**src/rtl/evt_timer_pkg.sv**
```systemverilog
package evt_timer_pkg;

  typedef enum logic {
    SRC_CMP = 1'b0,
    SRC_PIN = 1'b1
  } ext_src_e;

  // mask of the low 'shift' bits of a W-bit prescaler count
  function automatic logic [7:0] low_mask8(input logic [3:0] shift);
    low_mask8 = ~(8'hFF << shift);
  endfunction

endpackage

```
**src/rtl/evt_timer_sync.sv**
```systemverilog
module evt_timer_sync #(
  parameter int STAGES = 2
) (
  input  logic clk,
  input  logic rst,
  input  logic pin_sel,
  input  logic fall_edge,
  input  logic pin_in,
  input  logic cmp_in,
  output logic evt
);
  import evt_timer_pkg::*;

  logic          raw;
  logic [STAGES:0] sh_q;

  always_comb begin
    raw = (ext_src_e'(pin_sel) == SRC_PIN) ? pin_in : cmp_in;
    raw = raw ^ fall_edge;
  end

  always_ff @(posedge clk) begin
    if (rst) sh_q <= '0;
    else     sh_q <= {sh_q[STAGES-1:0], raw};
  end

  assign evt = sh_q[STAGES-1] & ~sh_q[STAGES];

  // a synchronized edge yields a single-cycle pulse
  a_r4_evt_single: assert property (@(posedge clk) disable iff (rst)
    evt |=> !evt);

endmodule

```
**src/rtl/evt_timer_prescaler.sv**
```systemverilog
module evt_timer_prescaler #(
  parameter int PS_W   = 8,
  parameter int RATE_W = 3
) (
  input  logic              clk,
  input  logic              rst,
  input  logic              to_wdt,
  input  logic [RATE_W-1:0] rate,
  input  logic              evt_in,
  input  logic              clr,
  output logic              evt_out
);
  import evt_timer_pkg::*;

  localparam int SH_W = RATE_W + 1;

  logic [PS_W-1:0] pre_q;
  logic [SH_W-1:0] shift;
  logic [PS_W-1:0] mask;

  always_comb begin
    shift = to_wdt ? {1'b0, rate} : ({1'b0, rate} + SH_W'(1));
    mask  = PS_W'(low_mask8(4'(shift)));
  end

  assign evt_out = evt_in && ((pre_q & mask) == mask);

  always_ff @(posedge clk) begin
    if (rst || clr)  pre_q <= '0;
    else if (evt_in) pre_q <= pre_q + PS_W'(1);
  end

  // a clear leaves the prescaler at zero
  a_r8_clear_zero: assert property (@(posedge clk) disable iff (rst)
    clr |=> (pre_q == '0));

  // the count only moves on an incoming tick
  a_r7_hold_idle: assert property (@(posedge clk) disable iff (rst)
    (!evt_in && !clr) |=> $stable(pre_q));

endmodule

```
**src/rtl/evt_timer_core.sv**
```systemverilog
module evt_timer_core #(
  parameter int CNT_W   = 8,
  parameter int INHIBIT = 2
) (
  input  logic             clk,
  input  logic             rst,
  input  logic             wr_en,
  input  logic [CNT_W-1:0] wr_data,
  input  logic             inc,
  output logic [CNT_W-1:0] cnt_q,
  output logic             ovf_q
);
  localparam int IH_W = $clog2(INHIBIT + 1);

  logic [IH_W-1:0] inhib_q;

  always_ff @(posedge clk) begin
    if (rst) begin
      cnt_q   <= '0;
      ovf_q   <= 1'b0;
      inhib_q <= '0;
    end else begin
      ovf_q <= 1'b0;
      if (wr_en) begin
        cnt_q   <= wr_data;
        inhib_q <= IH_W'(INHIBIT);
      end else if (inc) begin
        if (inhib_q != '0) begin
          inhib_q <= inhib_q - IH_W'(1);
        end else begin
          cnt_q <= cnt_q + CNT_W'(1);
          ovf_q <= (cnt_q == {CNT_W{1'b1}});
        end
      end
    end
  end

  // a load shows its value after the edge
  a_r2_load_value: assert property (@(posedge clk) disable iff (rst)
    wr_en |=> (cnt_q == $past(wr_data)));

  // an inhibited tick leaves the count alone
  a_r6_inhibit_hold: assert property (@(posedge clk) disable iff (rst)
    (inc && !wr_en && inhib_q != '0) |=> $stable(cnt_q));

  // without a load the count steps by at most one
  a_r3_unit_step: assert property (@(posedge clk) disable iff (rst)
    !wr_en |=> (cnt_q == $past(cnt_q) || cnt_q == $past(cnt_q) + CNT_W'(1)));

  // the rollover flag coincides with a zero count
  a_r11_ovf_zero: assert property (@(posedge clk) disable iff (rst)
    ovf_q |-> (cnt_q == '0));

endmodule

```
**src/rtl/evt_timer.sv**
```systemverilog
module evt_timer #(
  parameter int CNT_W   = 8,
  parameter int PS_W    = 8,
  parameter int RATE_W  = 3,
  parameter int CYC_DIV = 4,
  parameter int SYNC_N  = 2
) (
  input  logic              clk,
  input  logic              rst,
  input  logic              ext_mode,
  input  logic              pin_sel,
  input  logic              fall_edge,
  input  logic              ps_to_wdt,
  input  logic [RATE_W-1:0] ps_rate,
  input  logic              pin_in,
  input  logic              cmp_in,
  input  logic              wdt_in,
  input  logic              wr_en,
  input  logic [CNT_W-1:0]  wr_data,
  output logic [CNT_W-1:0]  count,
  output logic              ovf,
  output logic              wdt_tick
);
  localparam int CYC_W = (CYC_DIV > 1) ? $clog2(CYC_DIV) : 1;

  logic [CYC_W-1:0] cyc_q;
  logic             icyc;
  logic             ext_evt;
  logic             src_evt;
  logic             ps_in;
  logic             ps_out;
  logic             cnt_inc;
  logic             wdt_q;

  always_ff @(posedge clk) begin
    if (rst)                              cyc_q <= '0;
    else if (cyc_q == CYC_W'(CYC_DIV - 1)) cyc_q <= '0;
    else                                  cyc_q <= cyc_q + CYC_W'(1);
  end
  assign icyc = (cyc_q == CYC_W'(CYC_DIV - 1));

  evt_timer_sync #(.STAGES(SYNC_N)) u_sync (
    .clk(clk), .rst(rst), .pin_sel(pin_sel), .fall_edge(fall_edge),
    .pin_in(pin_in), .cmp_in(cmp_in), .evt(ext_evt)
  );

  assign src_evt = ext_mode ? ext_evt : icyc;
  assign ps_in   = ps_to_wdt ? wdt_in : src_evt;

  evt_timer_prescaler #(.PS_W(PS_W), .RATE_W(RATE_W)) u_ps (
    .clk(clk), .rst(rst), .to_wdt(ps_to_wdt), .rate(ps_rate),
    .evt_in(ps_in), .clr(wr_en && !ps_to_wdt), .evt_out(ps_out)
  );

  assign cnt_inc = ps_to_wdt ? src_evt : ps_out;

  evt_timer_core #(.CNT_W(CNT_W), .INHIBIT(2)) u_core (
    .clk(clk), .rst(rst), .wr_en(wr_en), .wr_data(wr_data),
    .inc(cnt_inc), .cnt_q(count), .ovf_q(ovf)
  );

  always_ff @(posedge clk) begin
    if (rst) wdt_q <= 1'b0;
    else     wdt_q <= ps_to_wdt ? ps_out : wdt_in;
  end
  assign wdt_tick = wdt_q;

  // unassigned watchdog path repeats its input one cycle late
  a_r10_wdt_pass: assert property (@(posedge clk) disable iff (rst)
    (!ps_to_wdt) |=> (wdt_tick == $past(wdt_in)));

  // a watchdog tick needs a base pulse in the previous cycle
  a_r9_wdt_needs_base: assert property (@(posedge clk) disable iff (rst)
    (!wdt_in) |=> !wdt_tick);

endmodule

```
**config.mk**
```make
export PLATFORM = sky130hd
export DESIGN_NAME = evt_timer
export DESIGN_NICKNAME = d
export VERILOG_FILES = /design/src/rtl/evt_timer_pkg.sv /design/src/rtl/evt_timer_sync.sv /design/src/rtl/evt_timer_prescaler.sv /design/src/rtl/evt_timer_core.sv /design/src/rtl/evt_timer.sv
export SDC_FILE = /design/constraint.sdc
export NUM_CORES = 1
export LEC_CHECK = 0
export BUFFER_PORTS_ARGS = -buffer_cell sky130_fd_sc_hd__clkbuf_2
export CORE_UTILIZATION = 50
export DETAILED_ROUTE_END_ITERATION = 16
export PLACE_DENSITY = 0.75
export SKIP_LAST_GASP = 1
export SLEW_MARGIN = 15
export SYNTH_ARGS = -nofsm -noshare
export SYNTH_HDL_FRONTEND = slang
export SYNTH_SLANG_ARGS = --single-unit
```
**constraint.sdc**
```tcl
create_clock -name clk -period 3.37 [get_ports clk]
set_clock_uncertainty 0.15 [all_clocks]
set_input_delay 0.5055 -clock clk [delete_from_list [all_inputs] [get_ports clk]]
set_output_delay 0.5055 -clock clk [all_outputs]
set_load 0.02 [all_outputs]
```
After elaboration in Yosys (flattened, before gate mapping)
Index checks and enable logic that the tools add are counted.
{"block": "totals", "regBits": 25, "inputBits": 21, "wordCells": 49}
{"block": "classes", "add_sub_neg": 5, "n_eq_ne": 4, "shift": 1, "n_mux": 12, "bitwise": 6, "reduce_logical": 13}
{"op": "$mux 8", "n": 3}
{"op": "$add 8x1->8 const B", "n": 2}
{"op": "$and 8x8->8", "n": 1}
{"op": "$eq 8x8->1", "n": 1}
{"op": "$eq 8x8->1 const B", "n": 1}
{"op": "$not 8->8", "n": 1}
{"op": "$shl 8x4->8 const A", "n": 1}
{"op": "$mux 2", "n": 3}
{"op": "$reduce_and 2->1", "n": 3}
{"op": "$reduce_bool 2->1", "n": 3}
{"op": "$mux 1", "n": 5}
{"op": "$add 3x1->4 const B", "n": 1}
{"op": "$mux 4", "n": 1}
{"op": "$reduce_or 2->1", "n": 2}
{"op": "$reduce_or 4->1", "n": 1}
{"op": "$add 2x1->2 const B", "n": 1}
{"op": "$eq 2x2->1 const B", "n": 1}
{"op": "$logic_and 1x1->1", "n": 2}
{"op": "$ne 2x2->1 const B", "n": 1}
{"op": "$not 1->1", "n": 2}
{"op": "$sub 2x1->2 const B", "n": 1}
{"op": "$and 1x1->1", "n": 1}
{"op": "$logic_not 1->1", "n": 1}
{"op": "$logic_or 1x1->1", "n": 1}
{"op": "$xor 1x1->1", "n": 1}

Longest topological paths before layout
Gate-level depths: netlist of the first run.
{"block": "logic_depth", "ltp_word": 10, "depth_mapped": 8}

Hierarchy
Synthesis of the first run repeated with hierarchy kept, for this count alone.
{"block": "hier_totals", "hier_cells": 160, "area_unflattened_um2": 1410.1}
{"mod": "evt_timer_core", "instances": 1, "cells_each": 68, "area_each_um2": 596.8, "seq_area_each_um2": 220.2}
{"mod": "evt_timer_prescaler", "instances": 1, "cells_each": 68, "area_each_um2": 563.0, "seq_area_each_um2": 160.2}
{"mod": "evt_timer", "instances": 1, "cells_each": 14, "area_each_um2": 140.1, "seq_area_each_um2": 60.1}
{"mod": "evt_timer_sync", "instances": 1, "cells_each": 10, "area_each_um2": 110.1, "seq_area_each_um2": 60.1}

Worst setup path after synthesis of the first run
No wires, ideal clock.
{"block": "synth_path", "kind": "input -> register", "start": "input port ps_rate[0]", "end": "register u_core.cnt_q[3]", "arrival_time_ns": 2.331, "t_required_ns": 3.100, "slack_ns": 0.769, "cell_stages": 8, "cell_sequence": "ha_1 -> nor3b_1 -> a21oi_1 -> a221oi_2 -> o31ai_2 -> a211o_2 -> o31a_1 -> o31a_1"}
{"block": "synth_between", "elab_chain_cells": 10}
{"item": "from (decl)", "line": "evt_timer.sv:14", "rtl": "input logic [RATE_W-1:0] ps_rate,"}
{"item": "$add 3x1->4", "line": "evt_timer_prescaler.sv:22", "rtl": "shift = to_wdt ? {1'b0, rate} : ({1'b0, rate} + SH_W'(1));"}
{"item": "$mux 4 *", "line": "evt_timer_prescaler.sv:22"}
{"item": "$shl 8x4->8 *", "line": "evt_timer_pkg.sv:10", "rtl": "low_mask8 = ~(8'hFF << shift);"}
{"item": "$not 8->8 *", "line": "evt_timer_pkg.sv:10"}
{"item": "$and 8x8->8", "line": "evt_timer_prescaler.sv:26", "rtl": "assign evt_out = evt_in && ((pre_q & mask) == mask);"}
{"item": "$eq 8x8->1 *", "line": "evt_timer_prescaler.sv:26"}
{"item": "$logic_and 1x1->1 *", "line": "evt_timer_prescaler.sv:26"}
{"item": "$mux 1 *", "line": "evt_timer.sv:55", "rtl": "assign cnt_inc = ps_to_wdt ? src_evt : ps_out;"}
{"item": "$reduce_bool 2->1 (no source line) *"}
{"item": "$reduce_and 2->1 (no source line) *"}
{"item": "to (signal assigned)", "line": "evt_timer_core.sv:25", "rtl": "cnt_q <= wr_data;"}
{"item": "to (signal assigned)", "line": "evt_timer_core.sv:31", "rtl": "cnt_q <= cnt_q + CNT_W'(1);"}
{"item": "to (decl)", "line": "evt_timer_core.sv:10", "rtl": "output logic [CNT_W-1:0] cnt_q,"}
Every way passes the cells marked *; elsewhere a longest branch is shown, timed or not.
A chain may end at the register's enable or synchronous reset.

Worst setup path after layout of the first run
{"block": "layout_path", "start": "input port ps_rate[0]", "end": "register u_core.cnt_q[5]"}
Same word-level chain as after synthesis.

==> flow_summary.toml, run 1 <==
[critical_path]
crit_buf_inv = 1
r2r_slack_ps = 1080
slowest_delay_ps = 410
cp_top_family = "compound AO/OA/AOI/OAI gates"
worstSetupEndpointType = "register"
cp.required_ps = 3420
cp_cell_sequence = "clkbuf_2, ha_1, nor3b_1, a21oi_1, a221oi_2, o31ai_2, a211o_2, o41ai_1, a311oi_1"
start_kind = "input pin"
worstSetupPathType = "in -> reg"
crit_fanout = 7
worst_path_max_delay_cell = "o41ai_1"
crit_arrival_ps = 2720

[cells_and_area]
drive_above_1_share = 0.2211
fin_util = 0.6161
n_fill_cell = 223
nets = 216
antenna_cells = 0
area_growth_pct = 14.68
design_area_um2 = 1554

[pwr]
power.density_nw_per_um2 = 361.5
p_leak_uw = 0.0006192
ir_worst_vdd_v = 0.0003122

[worst_hold_path]
hp-class = "in -> reg"

[synthesis]
synth_top_area_frac = 0.3693
yosys_warnings = 0
syn-num-nets = 185
netlist_instances = 160
yosys-top-cells-area = "dfxtp_1 37%, nor2_1 6.1%, ha_1 3.7%"
ys_seq_area_frac = 0.3693
synth_edf_count = 0
async_flop_share = 0
syn_avg_cell_area_um2 = 8.469
yosys.area.top_type = "dfxtp_1"
synth_area_um2 = 1355
synth_seq_cells = 25
synth-main-ff-cell = "dfxtp_1"
synth_cell_types = 44

[clock_network]
h-tree-depth = 1
ctsHoldBuffers = 0
cts_buffer_depth = 2
cts_tree = "yes"
clock_latency_ps = 310
cts_root_buf = "clkbuf_4"
cts_sinks = 25
cts_resized = 0
cts_inserted_buffers = 3
cts_setup_buffers = 0
path_clk_slew_ps = 130

[drt]
routed_wl_um = 2849
drt_first_pass_iters = 4
route.vias.total = 1275
routed_via_density = 5.795
ant_nets = 0
route.detailed.drc = 0
drt_iter0_markers = 40
routedWlPerCell_um = 12.95

[placed_design]
dp_hpwl_um = 2221
placement.io_buffers = 30
post_dp_cell_area_um2 = 1528
globalplace.congestion = 0.8181

[floorplan]
core-area_um2 = 2522
die_area_um2 = 2922
die_h_um = 54.06
start_util = 0.5372
placementRows = 18
die_w_um = 54.06
io-pin-count = 31

[timing]
finalSetupViolCount = 0
min_period_ps = 2669
max_freq_mhz = 374.7
hold_viol = 0
fin_crit_sh = 0.7920
maxSlewViolCount = 0
setup_tns_ps = 0
tightest_slew_ps = 578.1
rsz0062_at_grt = "no"
slew_headroom = 0.6139

[grt]
grt_max_degree = 19
grt_overflow_total = 0
grt_pass1_vias = 1079
antenna_found_initial = 0
grt.total_usage = 0.2129
grt_pass1_wl_um = 4574

[run_status]
outcome = "finished, final reports clean"

[run]
maxCapViolCount = 0
==> Yosys cell counts, types with 2 or more instances <==
| cell type | n |
|---|---|
| nand2_1 | 11 |
| xnor2_1 | 5 |
| xor2_1 | 2 |
| or3_1 | 3 |
| nand3b_1 | 2 |
| and4_1 | 2 |
| nor2_1 | 22 |
| nor3_1 | 4 |
| o31a_1 | 4 |
| a311oi_1 | 2 |
| a211oi_1 | 4 |
| nor3b_1 | 3 |
| mux2i_1 | 4 |
| a211o_1 | 2 |
| o21ai_0 | 5 |
| clkbuf_1 | 4 |
| a21o_1 | 2 |
| ha_1 | 4 |
| dfxtp_1 | 25 |
| nand2b_1 | 3 |
| nor4_1 | 3 |
| nor2b_1 | 5 |
| inv_1 | 6 |
| nand4_1 | 3 |
| nand3_1 | 4 |
| a21oi_1 | 8 |
==> per-stage QoR <==
| stage | instances | power (µW) | worst slack [ps] | hold WS [ps] |
|---|---|---|---|---|
| 2_1_floorplan | 160 | 398.9 | 769.3 | 247.7 |
| 3_3_place_gp | 216 | 429.3 | 533.3 | 255.8 |
| 3_5_place_dp | 216 | 434.7 | 387.4 | 265.1 |
| 4_1_cts | 220 | 568.4 | 725.6 | 272.9 |
| 5_1_grt | 220 | 589.8 | 629.8 | 271.4 |
| 6_report | 220 | 561.8 | 701.0 | 277.9 |
==> sequential cells by signal, indices dropped and copies added, names as in the netlist <==
name and flops:
cyc_q 2, wdt_tick 1, u_ps.pre_q 8, u_core.ovf_q 1
u_core.cnt_q 8, u_sync.sh_q 3, u_core.inhib_q 2
==> power breakdown <==
group	total (µW)	switching [µW]	internal [µW]
clock network	133	87.2	46.3
logic	103	58.3	44.9
registers	325	14.2	311
total	562	160	402
==> final timing paths <==
| check | endpoint | depth (start not counted) | from |
|---|---|---|---|
| hold reg to reg | cyc_q[0]$_SDFF_PP0_ | 1 | cyc_q[0]$_SDFF_PP0_ |
| setup / recovery | u_core.cnt_q[5]$_SDFFE_PP0P_ | 9 | ps_rate[0] |
| setup reg to reg | u_core.cnt_q[5]$_SDFFE_PP0P_ | 7 | u_ps.pre_q[4]$_SDFFE_PP0P_ |
| hold / removal | u_core.cnt_q[1]$_SDFFE_PP0P_ | 3 | wr_data[1] |
==> cell families (layout without fill, tap and decap cells) <==
| kind of cell | Yosys count | count (layout) | synth area share |
|---|---|---|---|
| DFF | 25 | 25 | 0.3693 |
| xor gates and xnor gates | 7 | 7 | 0.04525 |
| adders and majority gates | 4 | 4 | 0.03694 |
| buffers and inverters | 12 | 42 | 0.03323 |
| and+or+nand+nor | 71 | 71 | 0.2761 |
| AOI/OAI and AO/OA | 37 | 37 | 0.2096 |
| muxes | 4 | 4 | 0.02955 |
==> cell usage in the layout (no fill, tap or decap), types with 4 or more instances in the layout <==
cell	n
clkbuf_2	30
dfxtp_1	25
nor2_1	22
nand2_1	11
a21oi_1	8
inv_1	6
nor2b_1	5
o21ai_0	5
xnor2_1	5
nand3_1	4
a211oi_1	4
o31a_1	4
mux2i_1	4
nor3_1	4
ha_1	4
==> metal layers <==
layer / track usage / share of wire
met1: 0.2874 / 0.47
met2: 0.3457 / 0.46
met3: 0.02542 / 0.055
met5: 0 / 0
met4: 0.07692 / 0.0067
==> final cells by class <==
type                       instances  area [µm²]  share of cell area
inverter                           8       30.03             0.01932
clock buffer                       4       26.28             0.01691
sequential                        25       500.5              0.3221
tap                               30       37.54             0.02415
multi-input combinational        123       809.5              0.5209
timing repair buffer              30       150.1             0.09662
==> worst reg2reg max path, cell delays in order, from the launching register on <==
cell and delay, ps:
dfxtp_1 460, nand2b_1 140, a21oi_1 80, a221oi_2 290, o31ai_2 140, a211o_2 370
o41ai_1 410, a311oi_1 150
No activity file was read; power rests on OpenSTA's default activity.
==> run 2, diff against run 1 <==
--- a/config.mk
+++ b/config.mk
@@ -6,9 +6,9 @@
 export NUM_CORES = 1
 export LEC_CHECK = 0
 export BUFFER_PORTS_ARGS = -buffer_cell sky130_fd_sc_hd__clkbuf_2
-export CORE_UTILIZATION = 50
+export CORE_UTILIZATION = 47
 export DETAILED_ROUTE_END_ITERATION = 16
-export PLACE_DENSITY = 0.75
+export PLACE_DENSITY = 0.74
 export SKIP_LAST_GASP = 1
 export SLEW_MARGIN = 15
 export SYNTH_ARGS = -nofsm -noshare
==> constraint.sdc (replaced) <==
create_clock -name clk -period 2.3 [get_ports clk]
set_clock_uncertainty 0.15 [all_clocks]
set_input_delay 0.345 -clock clk [delete_from_list [all_inputs] [get_ports clk]]
set_output_delay 0.345 -clock clk [all_outputs]
set_load 0.02 [all_outputs]
==> flow_summary.toml, run 2 (synthesis gave the netlist of run 1 again) <==
[timing]
finalSetupViolCount = 0
max_freq_mhz = 447.6
maxSlewViolCount = 0
hold_viol = 0
min_period_ps = 2234
tightest_slew_ps = 402.1
fin_crit_sh = 0.9715
slew_headroom = 0.7311

[drt]
drt_iter0_markers = 40
route.vias.total = 1317
ant_nets = 0
drt_first_pass_iters = 4
route.detailed.drc = 0
routedWlPerCell_um = 13.39
routed_via_density = 5.751
routed_wl_um = 3066

[critical_path]
worstSetupEndpointType = "register"
cp.required_ps = 2370
crit_arrival_ps = 2310
start_kind = "register"
crit_fanout = 6
worstSetupPathType = "reg -> reg"

[pwr]
power_switching_uw = 249.9
power_frac_comb = 0.214
seq_power_share = 0.557
p_leak_uw = 0.0006811
netSwitchingFraction = 0.2925
internal_power_uw = 604.4
power.density_nw_per_um2 = 502.8
clkPwrFrac = 0.229
total_power_uw = 854.3
ir_worst_vdd_v = 0.0003037

[grt]
grt_pass1_vias = 1238
antenna_found_initial = 0
grt_max_degree = 19
grt.total_usage = 0.2012
grt_pass1_wl_um = 5071
grt_overflow_total = 0

[floorplan]
die_area_um2 = 3102
die_w_um = 55.70
placementRows = 19
die_h_um = 55.70
start_util = 0.4957
io-pin-count = 31
core-area_um2 = 2734

[placed_design]
globalplace.congestion = 0.8889
dp_hpwl_um = 2271
placement.io_buffers = 30
post_dp_cell_area_um2 = 1607

[cells_and_area]
design_area_um2 = 1699
n_fill_cell = 240
reg_top3 = "u_core.cnt_q x8, u_ps.pre_q x8, u_sync.sh_q x3"
antenna_cells = 0
drive_above_1_share = 0.3030
nets = 224
area.sequential_um2 = 503.0
final_cell_mix = "30 x clkbuf_2, 23 x dfxtp_1, 21 x nor2_1, 11 x nand2_1, 8 x buf_4"
area_growth_pct = 25.39
multi_input_area_um2 = 889.6
final_common_cell = "clkbuf_2"

[run]
maxCapViolCount = 0

[clock_network]
cts_buffer_depth = 2
cts_tree = "yes"
cts_inserted_buffers = 3
h-tree-depth = 1
cts_root_buf = "clkbuf_4"
clock_latency_ps = 310
cts_setup_buffers = 0
cts_sinks = 25
path_clk_slew_ps = 130

[run_status]
outcome = "finished, final reports clean"

[worst_hold_path]
hp-class = "in -> reg"
run 2: cell types whose count changed in the layout (fill, tap and decap cells not counted), sizes merged:
cell,change
clkinv,+1
clkbuf,-1
buf,+8
run 2: power by group through the flow:
stage | Clock [µW] | Combinational, µW | Sequential, µW
floorplan | 0 | 94.0 | 492
global placement | 0 | 160 | 484
detailed placement | 0 | 166 | 485
CTS | 206 | 167 | 475
global route | 214 | 203 | 480
finish | 195 | 183 | 476
run 2: what timing repair did:
item	CTS	global route
hold buffers	0	0
endpoints found under the hold margin	0	0
setup endpoints to repair	0	7
resized for setup	0	12
run 2: path summary, 6_finish.rpt:
path | depth (start not counted) | slack, ps | from | end
min reg2reg | 1 | 290 | cyc_q[0]$_SDFF_PP0_ | cyc_q[0]$_SDFF_PP0_
min | 3 | 120 | fall_edge | u_sync.sh_q[0]$_SDFF_PP0_
max reg2reg | 6 | 70 | u_ps.pre_q[0]$_SDFFE_PP0P_ | u_core.cnt_q[3]$_SDFFE_PP0P_
max | 6 | 70 | u_ps.pre_q[0]$_SDFFE_PP0P_ | u_core.cnt_q[3]$_SDFFE_PP0P_
run 2: final cells by class:
cell class | instances | share of cell area
Inverter | 8 | 0.01767
Clock inverter | 1 | 0.002946
Clock buffer | 3 | 0.01325
Tap cell | 31 | 0.02283
Sequential cell | 25 | 0.2960
Multi-Input combinational cell | 123 | 0.5236
Timing Repair Buffer | 38 | 0.1237
run 2: metal layers:
metal,vias up,global-route usage,part of all wire
li1,661,-,-
met1,605,0.2379,0.44
met2,46,0.3442,0.51
met3,5,0.03488,0.044
met4,0,0.1107,0.011
met5,-,0,0
run 2: worst max-delay path, stage by stage, from the launching register on:
cell and delay (ps):
dfxtp_1 400, and3_1 220, a211oi_1 90, a211o_2 390, a211o_4 390, o31a_1 280, o31a_1 230
run 2: through the flow:
| stage | hold WS, ps | setup TNS [ps] | util | cells | setup WS, ps |
|---|---|---|---|---|---|
| 3_3_place_gp | 256.1 | -1264 | 0.5876 | 225 | -187.1 |
| 4_1_cts | 107.8 | 0 | 0.5977 | 229 | 43.64 |
| 2_1_floorplan | 247.7 | 0 | - | 160 | 11.30 |
| 3_5_place_dp | 270.5 | -1873 | 0.5876 | 225 | -264.4 |
| 6_report | 124.0 | 0 | 0.6215 | 229 | 65.64 |
| 5_1_grt | 131.0 | -42.08 | 0.6215 | 229 | -21.91 |
